--- src/rtl/irq_cm_pkg.sv ---
package irq_cm_pkg;

    // Word slots of the register port; the index is the word address
    typedef enum logic [2:0] {
        SLOT_MODE   = 3'd0,
        SLOT_CAUSE  = 3'd1,
        SLOT_MCAUSE = 3'd2,
        SLOT_RAISE  = 3'd3,
        SLOT_MVAL   = 3'd4,
        SLOT_MSET   = 3'd5,
        SLOT_MCLR   = 3'd6,
        SLOT_NONE   = 3'd7
    } slot_e;

    // Decoded per-register strobes for one access
    typedef struct packed {
        logic mode_we;
        logic cause_we;
        logic mcause_we;
        logic raise_we;
        logic mval_we;
        logic mset_we;
        logic mclr_we;
        logic cause_re;
        logic mcause_re;
    } strobe_t;

    localparam int unsigned SLOT_COUNT = 7;

    // Slots that read back as zero regardless of state
    function automatic logic slot_reads_zero(slot_e s);
        return (s == SLOT_RAISE) || (s == SLOT_MSET) ||
               (s == SLOT_MCLR)  || (s == SLOT_NONE);
    endfunction

endpackage

--- src/rtl/irq_cm_decode.sv ---
module irq_cm_decode
    import irq_cm_pkg::*;
#(
    parameter int unsigned AW = 3
) (
    input  logic [AW-1:0] addr,
    input  logic          wr,
    input  logic          rd,
    output slot_e         slot,
    output strobe_t       strb
);
    localparam logic [AW-1:0] LAST_WORD = AW'(SLOT_COUNT - 1);

    always_comb begin
        if (addr <= LAST_WORD) begin
            slot = slot_e'(addr[2:0]);
        end else begin
            slot = SLOT_NONE;
        end
    end

    always_comb begin
        strb           = '0;
        strb.mode_we   = wr && (slot == SLOT_MODE);
        strb.cause_we  = wr && (slot == SLOT_CAUSE);
        strb.mcause_we = wr && (slot == SLOT_MCAUSE);
        strb.raise_we  = wr && (slot == SLOT_RAISE);
        strb.mval_we   = wr && (slot == SLOT_MVAL);
        strb.mset_we   = wr && (slot == SLOT_MSET);
        strb.mclr_we   = wr && (slot == SLOT_MCLR);
        strb.cause_re  = rd && (slot == SLOT_CAUSE);
        strb.mcause_re = rd && (slot == SLOT_MCAUSE);
    end

endmodule

--- src/rtl/irq_cm_cause.sv ---
module irq_cm_cause #(
    parameter int unsigned NSRC = 32
) (
    input  logic            clk,
    input  logic            rst,
    input  logic [NSRC-1:0] evt,
    input  logic [NSRC-1:0] wdata,
    input  logic [NSRC-1:0] mask,
    input  logic            mode_we,
    input  logic            cause_we,
    input  logic            mcause_we,
    input  logic            raise_we,
    input  logic            cause_re,
    input  logic            mcause_re,
    output logic [NSRC-1:0] mode_q,
    output logic [NSRC-1:0] cause_q
);
    logic [NSRC-1:0] visible;
    logic [NSRC-1:0] w1c_hit;
    logic [NSRC-1:0] cor_hit;
    logic [NSRC-1:0] raise_bits;

    assign visible = cause_q & ~mask;

    // Write-one-to-clear candidates: mode 0 bits written as 1
    always_comb begin
        w1c_hit = '0;
        if (cause_we)  w1c_hit = w1c_hit | wdata;
        if (mcause_we) w1c_hit = w1c_hit | (wdata & ~mask);
        w1c_hit = w1c_hit & ~mode_q;
    end

    // Clear-on-read candidates: mode 1 bits returned by this read
    always_comb begin
        cor_hit = '0;
        if (cause_re)  cor_hit = cor_hit | cause_q;
        if (mcause_re) cor_hit = cor_hit | visible;
        cor_hit = cor_hit & mode_q;
    end

    assign raise_bits = raise_we ? wdata : '0;

    // One storage cell per source; set terms override the clear term
    for (genvar b = 0; b < NSRC; b++) begin : g_bit
        always_ff @(posedge clk) begin
            if (rst) begin
                cause_q[b] <= 1'b0;
            end else if (evt[b] || raise_bits[b]) begin
                cause_q[b] <= 1'b1;
            end else if (w1c_hit[b] || cor_hit[b]) begin
                cause_q[b] <= 1'b0;
            end
        end
    end

    always_ff @(posedge clk) begin
        if (rst) begin
            mode_q <= '0;
        end else if (mode_we) begin
            mode_q <= wdata;
        end
    end

endmodule

--- src/rtl/irq_cm_mask.sv ---
module irq_cm_mask #(
    parameter int unsigned NSRC = 32
) (
    input  logic            clk,
    input  logic            rst,
    input  logic [NSRC-1:0] wdata,
    input  logic            mval_we,
    input  logic            mset_we,
    input  logic            mclr_we,
    output logic [NSRC-1:0] mask_q
);
    logic [NSRC-1:0] mask_d;

    always_comb begin
        mask_d = mask_q;
        if (mval_we) mask_d = wdata;
        if (mset_we) mask_d = mask_d | wdata;
        if (mclr_we) mask_d = mask_d & ~wdata;
    end

    always_ff @(posedge clk) begin
        if (rst) begin
            mask_q <= '1;
        end else begin
            mask_q <= mask_d;
        end
    end

endmodule

--- src/rtl/irq_cause_mask_unit.sv ---
module irq_cause_mask_unit
    import irq_cm_pkg::*;
#(
    parameter int unsigned NSRC = 32,
    parameter int unsigned AW   = 3
) (
    input  logic            clk,
    input  logic            rst,
    input  logic [AW-1:0]   reg_addr,
    input  logic            reg_wr,
    input  logic [NSRC-1:0] reg_wdata,
    input  logic            reg_rd,
    output logic [NSRC-1:0] reg_rdata,
    input  logic [NSRC-1:0] evt_pulse,
    output logic            irq_out
);
    slot_e           slot;
    strobe_t         strb;
    logic [NSRC-1:0] mode_q;
    logic [NSRC-1:0] cause_q;
    logic [NSRC-1:0] mask_q;
    logic [NSRC-1:0] rd_mux;
    logic [NSRC-1:0] rdata_q;

    irq_cm_decode #(.AW(AW)) u_dec (
        .addr (reg_addr),
        .wr   (reg_wr),
        .rd   (reg_rd),
        .slot (slot),
        .strb (strb)
    );

    irq_cm_cause #(.NSRC(NSRC)) u_cause (
        .clk       (clk),
        .rst       (rst),
        .evt       (evt_pulse),
        .wdata     (reg_wdata),
        .mask      (mask_q),
        .mode_we   (strb.mode_we),
        .cause_we  (strb.cause_we),
        .mcause_we (strb.mcause_we),
        .raise_we  (strb.raise_we),
        .cause_re  (strb.cause_re),
        .mcause_re (strb.mcause_re),
        .mode_q    (mode_q),
        .cause_q   (cause_q)
    );

    irq_cm_mask #(.NSRC(NSRC)) u_mask (
        .clk     (clk),
        .rst     (rst),
        .wdata   (reg_wdata),
        .mval_we (strb.mval_we),
        .mset_we (strb.mset_we),
        .mclr_we (strb.mclr_we),
        .mask_q  (mask_q)
    );

    always_comb begin
        rd_mux = '0;
        if (!slot_reads_zero(slot)) begin
            unique case (slot)
                SLOT_MODE:   rd_mux = mode_q;
                SLOT_CAUSE:  rd_mux = cause_q;
                SLOT_MCAUSE: rd_mux = cause_q & ~mask_q;
                SLOT_MVAL:   rd_mux = mask_q;
                default:     rd_mux = '0;
            endcase
        end
    end

    always_ff @(posedge clk) begin
        if (rst) begin
            rdata_q <= '0;
        end else if (reg_rd) begin
            rdata_q <= rd_mux;
        end
    end

    assign reg_rdata = rdata_q;
    assign irq_out   = |(cause_q & ~mask_q);

endmodule

--- config.mk ---
export PLATFORM = sky130hd
export DESIGN_NAME = irq_cause_mask_unit
export DESIGN_NICKNAME = d
export VERILOG_FILES = /design/src/rtl/irq_cm_pkg.sv /design/src/rtl/irq_cm_decode.sv /design/src/rtl/irq_cm_cause.sv /design/src/rtl/irq_cm_mask.sv /design/src/rtl/irq_cause_mask_unit.sv
export SDC_FILE = /design/constraint.sdc
export NUM_CORES = 1
export LEC_CHECK = 0
export BUFFER_PORTS_ARGS = -buffer_cell sky130_fd_sc_hd__buf_2
export CORE_ASPECT_RATIO = 1.4
export CORE_UTILIZATION = 25
export DETAILED_ROUTE_END_ITERATION = 7
export PLACE_DENSITY = 0.51
export SETUP_SLACK_MARGIN = 0.4
export SKIP_LAST_GASP = 1
export SYNTH_ARGS = -nofsm -noshare
export SYNTH_HDL_FRONTEND = slang
export SYNTH_SLANG_ARGS = --single-unit
--- constraint.sdc ---
create_clock -name clk -period 1.5 [get_ports clk]
set_clock_uncertainty 0.05 [all_clocks]
set_input_delay 0.3 -clock clk [delete_from_list [all_inputs] [get_ports clk]]
set_output_delay 0.3 -clock clk [all_outputs]
set_load 0.02 [all_outputs]
== After elaboration in Yosys (flattened, before gate mapping) ==
Cells that the tools add are included.

* Magnitude comparators: 1
* Equal/unequal tests: 7
* Multiplexer cells: 75
* Bitwise logic cells: 11
* Reductions and logical operators: 110

{| class="wikitable"
|+ Operators by type and width
! cell !! count
|-
| $mux 32 || 9
|-
| $and 32x32->32 || 5
|-
| $pmux 32 s4 || 1
|-
| $not 32->32 || 3
|-
| $or 32x32->32 || 3
|-
| $logic_or 1x1->1 || 67
|-
| $mux 1 || 64
|-
| $reduce_bool 2->1 || 32
|-
| $reduce_or 32->1 || 1
|-
| $eq 3x3->1 const B || 4
|-
| $logic_and 1x1->1 || 9
|-
| $eq 3x2->1 const B || 2
|-
| $eq 3x1->1 const B || 1
|-
| $le 3x3->1 const B || 1
|-
| $logic_not 3->1 || 1
|-
| $mux 3 || 1
|}

* Register bits: 128
* Output and inout bits: 33
* Word-level logic and storage cells: 239

== Depth between registers and ports, before layout ==
Gate-level depths: netlist of the first run.

* Word-level depth: 11
* Mapped depth: 8
* Mapped depth without buffers: 4

== By module ==
A second synthesis of the first run with hierarchy kept.

* Cells, all modules: 949
* Area total of the unflattened synthesis: 8127.8 um2

{| class="wikitable"
|+ By module, submodules not included
! module !! instances !! cells each !! area an instance (um2) !! sequential area each (um2)
|-
| irq_cm_cause || 1 || 414 || 3802.4 || 1281.2
|-
| irq_cause_mask_unit || 1 || 343 || 2546.2 || 640.6
|-
| irq_cm_mask || 1 || 180 || 1656.6 || 640.6
|-
| irq_cm_decode || 1 || 12 || 122.6 || 0.0
|}

== Worst setup path after synthesis of the first run ==
OpenSTA, ideal clock, no wires.

* Path type: in2reg
* Start point: in reg_addr[2]
* End point: reg rdata_q[20] (netlist: reg_rdata[20])
* Library setup time: 0.091 ns
* Data arrival time: 1.460 ns
* Data required time: 1.359 ns
* Slack: -0.101 ns
* Stages on the path: 5
* Path through: buf_2 buf_2 clkbuf_1 or4_1 a311oi_1

* Cells in the longest elaborated chain, start to end: 7

{| class="wikitable"
|+ Ends and longest elaborated chain
! what !! RTL line !! source
|-
| start: declaration || irq_cause_mask_unit.sv:9 || <nowiki>input logic [AW-1:0] reg_addr,</nowiki>
|-
| $le 3x3->1 || irq_cm_decode.sv:15 || <nowiki>if (addr <= LAST_WORD) begin</nowiki>
|-
| $mux 3 * || irq_cm_decode.sv:15 ||
|-
| parallel branches: the longest is 4 deep, another holds $pmux 32 s4 || - ||
|-
| $mux 32 * || irq_cause_mask_unit.sv:61 || <nowiki>if (!slot_reads_zero(slot)) begin</nowiki>
|-
| end signal: assignment || irq_cause_mask_unit.sv:76 || <nowiki>rdata_q <= rd_mux;</nowiki>
|-
| end: declaration || irq_cause_mask_unit.sv:23 || <nowiki>logic [NSRC-1:0] rdata_q;</nowiki>
|}

Mark *: on every way between the ends.
A chain may end at the register's enable or synchronous reset.

== Final worst setup path of the first run ==
* Start point: reg u_cause.cause_q[3]
* End point: out irq_out

* Cells in the longest elaborated chain, start to end: 2

{| class="wikitable"
|+ Ends and longest elaborated chain
! what !! RTL line !! source
|-
| start: declaration || irq_cm_cause.sv:16 || <nowiki>output logic [NSRC-1:0] cause_q</nowiki>
|-
| start signal: indexed assignment || irq_cm_cause.sv:47 || <nowiki>cause_q[b] <= 1'b0;</nowiki>
|-
| start signal: indexed assignment || irq_cm_cause.sv:49 || <nowiki>cause_q[b] <= 1'b1;</nowiki>
|-
| start signal: indexed assignment || irq_cm_cause.sv:51 || <nowiki>cause_q[b] <= 1'b0;</nowiki>
|-
| $and 32x32->32 || irq_cause_mask_unit.sv:81 || <nowiki>assign irq_out = |(cause_q & ~mask_q);</nowiki>
|-
| $reduce_or 32->1 || irq_cause_mask_unit.sv:81 ||
|-
| end: declaration || irq_cause_mask_unit.sv:15 || <nowiki>output logic irq_out</nowiki>
|}

Every way passes these cells.

==> results of run 1 <==
==> cell usage after synthesis, types with 4 or more instances <==
cell type / number / area share
nand2_1: 132 / 0.075
dfxtp_1: 128 / 0.39
a21oi_1: 114 / 0.087
clkbuf_1: 50 / 0.029
a22oi_1: 47 / 0.054
nor2b_1: 47 / 0.045
o21ai_1: 37 / 0.028
o21a_1: 33 / 0.038
a21o_1: 32 / 0.037
a22o_1: 32 / 0.043
inv_1: 29 / 0.017
buf_2: 21 / 0.016
nor2_1: 18 / 0.010
a32oi_1: 15 / 0.020
o22ai_1: 14 / 0.013
or3_1: 13 / 0.012
a311oi_1: 12 / 0.016
a31oi_1: 12 / 0.011
nor3_1: 10 / 0.0076
or4_1: 9 / 0.010
nand2b_1: 6 / 0.0057
nor4b_1: 5 / 0.0067
o31a_1: 5 / 0.0067
nor3b_1: 4 / 0.0046
==> layer usage <==
metal / GRT usage / wire (um)
met5: 0 / 0
met1: 0.237 / 11300
met4: 0.0918 / 829
met2: 0.335 / 13100
met3: 0.0341 / 1240
==> power by group through the flow <==
stage          clock network (W)  registers, W  logic [W]
2_1_floorplan                  0       0.00372   0.000708
3_3_place_gp                   0       0.00371    0.00140
3_5_place_dp                   0       0.00371    0.00140
4_1_cts                  0.00450       0.00365    0.00150
5_1_grt                  0.00465       0.00368    0.00171
6_report                 0.00443       0.00366    0.00159
==> layout make-up <==
class,count,area [sq um]
repair buffers,250,2200
flip-flops and latches,128,2660
inverters,30,113
clock inverters,14,180
fillers,2633,15700
well taps,319,399
clock buffers,18,439
multi-input cells,613,3910
==> what timing repair did <==
item	CTS	global route
hold buffers	0	0
setup buffers	15	10
pin swaps	43	34
cloned	1	2
resized for setup	167	72
setup endpoints to repair	135	137
==> state kept, by name, indices dropped and copies added (netlist names) <==
name / flops
reg_rdata: 32
u_cause.mode_q: 32
u_cause.cause_q: 32
u_mask.mask_q: 32
==> worst max-delay path: stages (launching register included) <==
cell and delay (ps):
dfxtp_1 320, inv_1 130, o22ai_1 130, nor4_2 180
buf_4 160, nand4_1 140, buf_4 210
==> logic make-up after synthesis <==
kind of cell / count (synthesis) / synth area share
AO/OA/AOI/OAI: 354 / 0.354
AND/OR/NAND/NOR: 259 / 0.193
flip-flops: 128 / 0.390
buffers and inverters: 102 / 0.0623
==> final timing paths <==
kind,from,endpoint,slack (ps)
min reg2reg,reg_rdata[17],reg_rdata[17],400
min,evt_pulse[5],u_cause.cause_q[5],60
max reg2reg,u_mask.mask_q[8],reg_rdata[8],130
max,u_cause.cause_q[3],irq_out,-550
==> stage by stage <==
stage	instances	hold slack (ps)	total power, W	TNS, ps
after floorplan	843	386	0.00443	-37.0
after global placement	1312	382	0.00510	-8550
after detailed placement	1312	385	0.00511	-10890
after CTS	1360	44.6	0.00965	-623
after global routing	1372	50.4	0.0100	-630
final	1372	58.8	0.00969	-549
==> impl_metrics.ini, run 1 <==
[sta]
period_needed_ps = 2050
timing.final.crit_share = 1.37
fin_ws_ps = -549
tightest_slew_ps = 590
relSlewSlack = 0.607
hold_violations = 0
rsz0062_at_grt = yes
drv_slew = 0
setup_viol = 1
fmax_mhz = 488

[clock_network]
cts_tree = yes
cts_buffers = 17
h-tree-depth = 4
clk_latency_ps = 430
cts_sinks = 128
clockBufferDepth = 2
root_buffer = clkbuf_16
clkTransAtPathRegs_ps = 70

[worst_setup_path]
crit_path_start_kind = register
end_kind = primary output
critPathMaxFanout = 2
cp.arrival_ps = 1700
critPathKind = reg2out
reg2regPathDepth = 3
critical_path_required_ps = 1150

[run]
drv_cap = 0

[die]
pin_count = 104
num_rows = 69
fp.coreArea_sq_um = 25600
start_util = 0.256
die_area_sq_um = 26900
die_y_um = 194
die_w_um = 139

[synth]
synth.avg_cell_area_sq_um = 7.80
ys_ff_latch = 128
synthArstFlopShare = 0
yosysWarnings = 0
syn_nets = 914
synth_area_sq_um = 6570
synthDistinctLibCells = 35
synthCells = 843
synth_enable_flop_cells = 0
synth.yosys.seq_area_share = 0.390
ys.flop_type = dfxtp_1

[power_and_ir_drop]
comb_power_share = 0.165
internal_power_w = 0.00699
switching_share = 0.279
power_leakage_nw = 3.80
irDropWorstVdd_uv = 790
cellPowerDensity_nw_per_um2 = 978
p_sw_w = 0.00270
p_seq_frac = 0.378
pwr-share-clk = 0.458

[route]
wire_per_inst_um = 19.3
vias_per_cell = 5.26
drt_wl_total_um = 26500
drt-initial-drc-count = 396
drc = 5
ant_nets = 0
drt_first_pass_iters = 7
via_count = 7217

[global_routing]
grt_pass1_wl_um = 40000
grt_max_degree = 47
antenna_found_initial = 0
grt_use_total = 0.196
first_global_vias = 6988
grt_overflow = 0

[finish]
fin_util = 0.386
diodes = 0
synthToLayoutAreaGrowth_pct = 50.7
mostFrequentLayoutCells = nand2_1 (132), a21oi_1 (105), buf_4 (96)
drive_gt1_frac = 0.406
fin_area_sq_um = 9900
fin_nets = 1111
layout_commonest_cell = nand2_1

[placed_design]
port_buffers = 103
preCtsSetupSlack_ps = -206
placed_cell_area_sq_um = 8330
dp_hpwl_um = 17700
gp_congestion = 0.798

[hold_path]
worstHoldPathType = in2reg
hold_depth = 3

[outcome]
status = finished with violations
violations = DRC, setup timing
No activity file was read; power rests on OpenSTA's default activity.
==> run 2: changes to the inputs <==
--- a/config.mk
+++ b/config.mk
@@ -9,9 +9,10 @@
 export CORE_ASPECT_RATIO = 1.4
 export CORE_UTILIZATION = 25
 export DETAILED_ROUTE_END_ITERATION = 7
-export PLACE_DENSITY = 0.51
+export PLACE_DENSITY = 0.5
 export SETUP_SLACK_MARGIN = 0.4
 export SKIP_LAST_GASP = 1
 export SYNTH_ARGS = -nofsm -noshare
 export SYNTH_HDL_FRONTEND = slang
+export SYNTH_HIERARCHICAL = 1
 export SYNTH_SLANG_ARGS = --single-unit
==> impl_metrics.ini, run 2 <==
[worst_setup_path]
end_kind = primary output
crit_path_start_kind = register
rr_startpoint = u_cause/cause_q[20]
rrSetupSlack_ps = 240
critPathMaxFanout = 2
critical_path_required_ps = 1150
crit_path_end = irq_out
cp.arrival_ps = 1690
crit_start = u_mask/mask_q[6]
reg2regPathDepth = 5
critPathKind = reg2out
timing.rr.end = reg_rdata[20]

[sta]
period_needed_ps = 2040
timing.final.crit_share = 1.36
fin_hold_ws_ps = 120
relSlewSlack = 0.713
setup_viol = 1
hold_violations = 0
fmax_mhz = 489
fin_ws_ps = -544
tightest_slew_ps = 430
setup_tns_ps = -544
drv_slew = 0
rsz0062_at_grt = yes

[finish]
fin_area_sq_um = 14100
multi_input_area_sq_um = 5900
fin_nets = 1307
drive_gt1_frac = 0.532
layout_commonest_cell = buf_4
fin_util = 0.444
mostFrequentLayoutCells = buf_4 (101), nand2b_1 (89), buf_6 (78)
regArea_sq_um = 2640
fill_cells = 2926
synthToLayoutAreaGrowth_pct = 73.8

[power_and_ir_drop]
p_sw_w = 0.00306
p_seq_frac = 0.332
pwr-share-clk = 0.444
cellPowerDensity_nw_per_um2 = 781
power_leakage_nw = 5.27
internal_power_w = 0.00796
comb_power_share = 0.224
total_power_w = 0.0110
irDropWorstVdd_uv = 800
switching_share = 0.278

[global_routing]
grt_overflow = 0
grt_max_degree = 78
first_global_vias = 9006
antenna_found_initial = 2
grt_use_total = 0.229
grt_pass1_wl_um = 56500

[route]
drt-initial-drc-count = 733
vias_per_cell = 5.59
drt_first_pass_iters = 8
wire_per_inst_um = 24.0
drc = 3
drt_wl_total_um = 39500
ant_nets = 0
via_count = 9200

[synth]
yosysWarnings = 6
synth_top_area_frac = 0.315
synth_area_sq_um = 8130
ys_ff_latch = 128
ys_top_cells_by_area = dfxtp_1 (32%), mux2i_1 (8.0%), nand2b_1 (7.9%)
synthDistinctLibCells = 36
yosysMostFrequentCell = dfxtp_1
ys.flop_type = dfxtp_1
synthArstFlopShare = 0
synth_top_cell_by_area = dfxtp_1
synth.avg_cell_area_sq_um = 8.56
synth_enable_flop_cells = 0
synthTopCellsByCount = dfxtp_1 (128), nand2b_1 (102), a21oi_1 (96)
syn_nets = 1020
synth.yosys.seq_area_share = 0.315
synthCells = 949

[clock_network]
cts_buffers = 17
cts_tree = yes
h-tree-depth = 4
clk_latency_ps = 440
clkTransAtPathRegs_ps = 60
root_buffer = clkbuf_16
ctsHoldBuffers = 0
cts_sinks = 128
clockBufferDepth = 2

[die]
die_y_um = 215
num_rows = 77
start_util = 0.256
fp.coreArea_sq_um = 31800
die_area_sq_um = 33200
pin_count = 104
die_w_um = 154

[outcome]
status = finished with violations
violations = DRC, setup timing

[placed_design]
port_buffers = 103
dp_hpwl_um = 20500
placed_cell_area_sq_um = 10000
gp_congestion = 0.788

[hold_path]
worstHoldPathType = in2reg
worstHoldStart = evt_pulse[28]

[run]
drv_cap = 0
run 2: changes by cell type after synthesis, moves of 47 or more:
| cell | previous run | this run |
|---|---|---|
| a211oi_1 | 0 | 52 |
| mux2i_1 | 0 | 65 |
| a22oi_1 | 47 | 0 |
| nand2b_1 | 6 | 102 |
| nand2_1 | 132 | 32 |
run 2: power groups by stage:
stage,Sequential (W),Clock (W),Combinational [W]
after global placement,0.00371,0,0.00164
after global routing,0.00368,0.00509,0.00257
after detailed placement,0.00371,0,0.00166
after CTS,0.00365,0.00494,0.00221
final,0.00366,0.00490,0.00247
after floorplan,0.00376,0,0.000812
run 2: stage by stage:
| stage | instances | setup WS, ps |
|---|---|---|
| after floorplan | 949 | 105 |
| after global placement | 1494 | -278 |
| after detailed placement | 1494 | -283 |
| after CTS | 1617 | -571 |
| after global routing | 1645 | -627 |
| final | 1645 | -544 |
run 2: area by class of cell:
cell class,count,area share
Antenna cell,1,0.000177
Clock buffer,18,0.0311
Clock inverter,14,0.0167
Inverter,26,0.00718
Multi-Input combinational cell,713,0.418
Sequential cell,128,0.187
Tap cell,395,0.0350
Timing Repair Buffer,350,0.305
run 2: logic make-up (layout without fill, tap and decap cells):
family	count (synthesis)	count (layout)	share of synthesized area
AO/OA/AOI/OAI	365	365	0.329
buffers and inverters	108	408	0.0740
flip-flops	128	128	0.315
multiplexers	65	65	0.0800
other	0	1	0
AND/OR/NAND/NOR	283	283	0.202
run 2: critical path, stage by stage, from the launching register on:
cell and delay (ps):
dfxtp_2 320, nand2b_1 220, nand4_1 120, nor3_1 190
nand4_1 220, buf_6 200
run 2: routing by layer:
metal	vias up	track usage	share of wire
li1	4120	-	-
met1	4533	0.272	0.39
met3	131	0.0421	0.064
met2	414	0.381	0.49
met5	-	0	0.00033
met4	2	0.138	0.061
run 2: timing repair:
| action | in CTS | in global routing |
|---|---|---|
| setup buffers | 54 | 23 |
| gates cloned | 37 | 4 |
| pin swaps | 102 | 99 |
| endpoints found under the setup margin | 161 | 161 |
| gates resized for setup | 300 | 132 |
run 2: how the worst min path moves through the flow:
stage / end / slack, ps / cells past startpoint
floorplan: reg_rdata[15] / 320 / 1
global placement: reg_rdata[20] / 410 / 2
detailed placement: reg_rdata[15] / 410 / 2
CTS: u_cause/cause_q[28] / 110 / 3
global route: u_mask/mask_q[6] / 130 / 3
finish: u_cause/cause_q[28] / 120 / 3
==> run 3: changes to the inputs <==
--- a/config.mk
+++ b/config.mk
@@ -9,7 +9,8 @@
 export CORE_ASPECT_RATIO = 1.4
 export CORE_UTILIZATION = 25
 export DETAILED_ROUTE_END_ITERATION = 7
-export PLACE_DENSITY = 0.5
+export GPL_TIMING_DRIVEN = 0
+export PLACE_DENSITY = 0.49
 export SETUP_SLACK_MARGIN = 0.4
 export SKIP_LAST_GASP = 1
 export SYNTH_ARGS = -nofsm -noshare
==> constraint.sdc (replaced) <==
create_clock -name clk -period 2.2 [get_ports clk]
set_clock_uncertainty 0.05 [all_clocks]
set_input_delay 0.44 -clock clk [delete_from_list [all_inputs] [get_ports clk]]
set_output_delay 0.44 -clock clk [all_outputs]
set_load 0.02 [all_outputs]
==> impl_metrics.ini, run 3 (same netlist as run 2, synthesis figures left out) <==
[outcome]
status = completed

[global_routing]
grt_max_degree = 17
grt_use_met3 = 0.0375
grt_pass1_wl_um = 48600
antenna_found_initial = 2
grt_use_total = 0.196
grt_overflow = 0
grt-busiest-layer = met2
grt_use_met2 = 0.339
grtUsageMet1 = 0.231
first_global_vias = 7857

[worst_setup_path]
critical_path_required_ps = 1710
rr_startpoint = u_cause/cause_q[25]
end_kind = primary output
critPathMaxFanout = 4
critPathKind = reg2out
crit_start = u_cause/cause_q[18]
cp.arrival_ps = 1700
crit_path_start_kind = register

[power_and_ir_drop]
irDropWorstVdd_uv = 389
cellPowerDensity_nw_per_um2 = 650
power_leakage_nw = 3.62
total_power_w = 0.00651

[hold_path]
worstHoldPathType = in2reg
worstHoldStart = reg_wdata[6]

[clock_network]
cts_tree = yes
root_buffer = clkbuf_16
h-tree-depth = 4
clkTransAtPathRegs_ps = 60
clockBufferDepth = 2
clk_latency_ps = 450
cts_sinks = 128
cts_buffers = 17

[die]
die_w_um = 154
die_area_sq_um = 33200
pin_count = 104
num_rows = 77
start_util = 0.256
fp.coreArea_sq_um = 31800
die_y_um = 215

[sta]
fin_hold_ws_ps = 267
setup_tns_ps = 0
relSlewSlack = 0.395
period_needed_ps = 2190
rsz0062_at_grt = yes
timing.final.crit_share = 0.997
hold_violations = 0
drv_slew = 0
tightest_slew_ps = 907
setup_viol = 0
fmax_mhz = 456

[placed_design]
gp_congestion = 0.792
dp_hpwl_um = 22400
port_buffers = 103
placed_cell_area_sq_um = 9140

[finish]
fill_cells = 3400
fin_util = 0.315
mostFrequentLayoutCells = buf_2 (141), nand2b_1 (97), a21oi_1 (96)
fin_nets = 1146
layout_commonest_cell = buf_2
synthToLayoutAreaGrowth_pct = 23.3
fin_area_sq_um = 10000
drive_gt1_frac = 0.296

[route]
wire_per_inst_um = 21.6
vias_per_cell = 5.33
via_count = 7905
drt-initial-drc-count = 604
drc = 0
drt_first_pass_iters = 5
drt_wl_total_um = 32000
ant_nets = 0

[run]
drv_cap = 0
run 3: cell count changes in the layout (fill, tap and decap cells not counted), moves of 28 or more:
cell      change
buf_4        -86
buf_16       -37
buf_12       -51
buf_6        -63
a211oi_1     +28
o21ai_2      -33
buf_2        +76
dfxtp_2      -40
run 3: final cells by class:
class / instances / area (sq um) / area share
multi-input combinational: 713 / 5100 / 0.509
timing repair buffer: 107 / 552 / 0.0551
clock inverter: 12 / 159 / 0.0159
inverter: 26 / 100 / 0.00999
tap: 395 / 494 / 0.0493
buffer: 82 / 512 / 0.0511
sequential: 128 / 2650 / 0.264
antenna: 2 / 5.00 / 0.000500
clock buffer: 19 / 453 / 0.0452
run 3: worst paths after layout:
check	endpoint	depth (start not counted)	slack, ps
worst max register to register	reg_rdata[25]	4	980
worst max-delay path	irq_out	5	6
worst min register to register	reg_rdata[13]	2	410
worst min-delay path	u_mask/mask_q[6]	3	270
run 3: where the power goes:
part	internal, W	leakage (nW)	total (W)	switching (W)
sequential	0.00242	1.04	0.00254	0.000125
clock	0.00184	0.284	0.00301	0.00117
combinational	0.000392	2.29	0.000963	0.000571
total	0.00464	3.62	0.00651	0.00187
run 3: timing repair:
item / 4_1_cts / 5_1_grt
gates resized for setup: 59 / 29
pin swaps: 4 / 4
setup endpoints to repair: 5 / 22
hold buffers: 0 / 0
buffers inserted: 3 / 1
run 3: worst max-delay path, cell delays in order (launching register included):
cell and delay (ps):
dfxtp_4 360, inv_4 60, o22ai_4 70, nor4_4 330, nand4_1 240, buf_6 200
run 3: metal layers:
metal / share of wire / wire [um]
met4: 0.030 / 960
met1: 0.43 / 13600
met3: 0.043 / 1390
met2: 0.50 / 16000
met5: 0 / 0
run 3: stage by stage:
step | worst slack [ps] | std cells
4_1_cts | -30.8 | 1481
6_report | 5.74 | 1484
5_1_grt | -25.7 | 1484
3_3_place_gp | -162 | 1447
2_1_floorplan | 622 | 949
3_5_place_dp | -167 | 1447
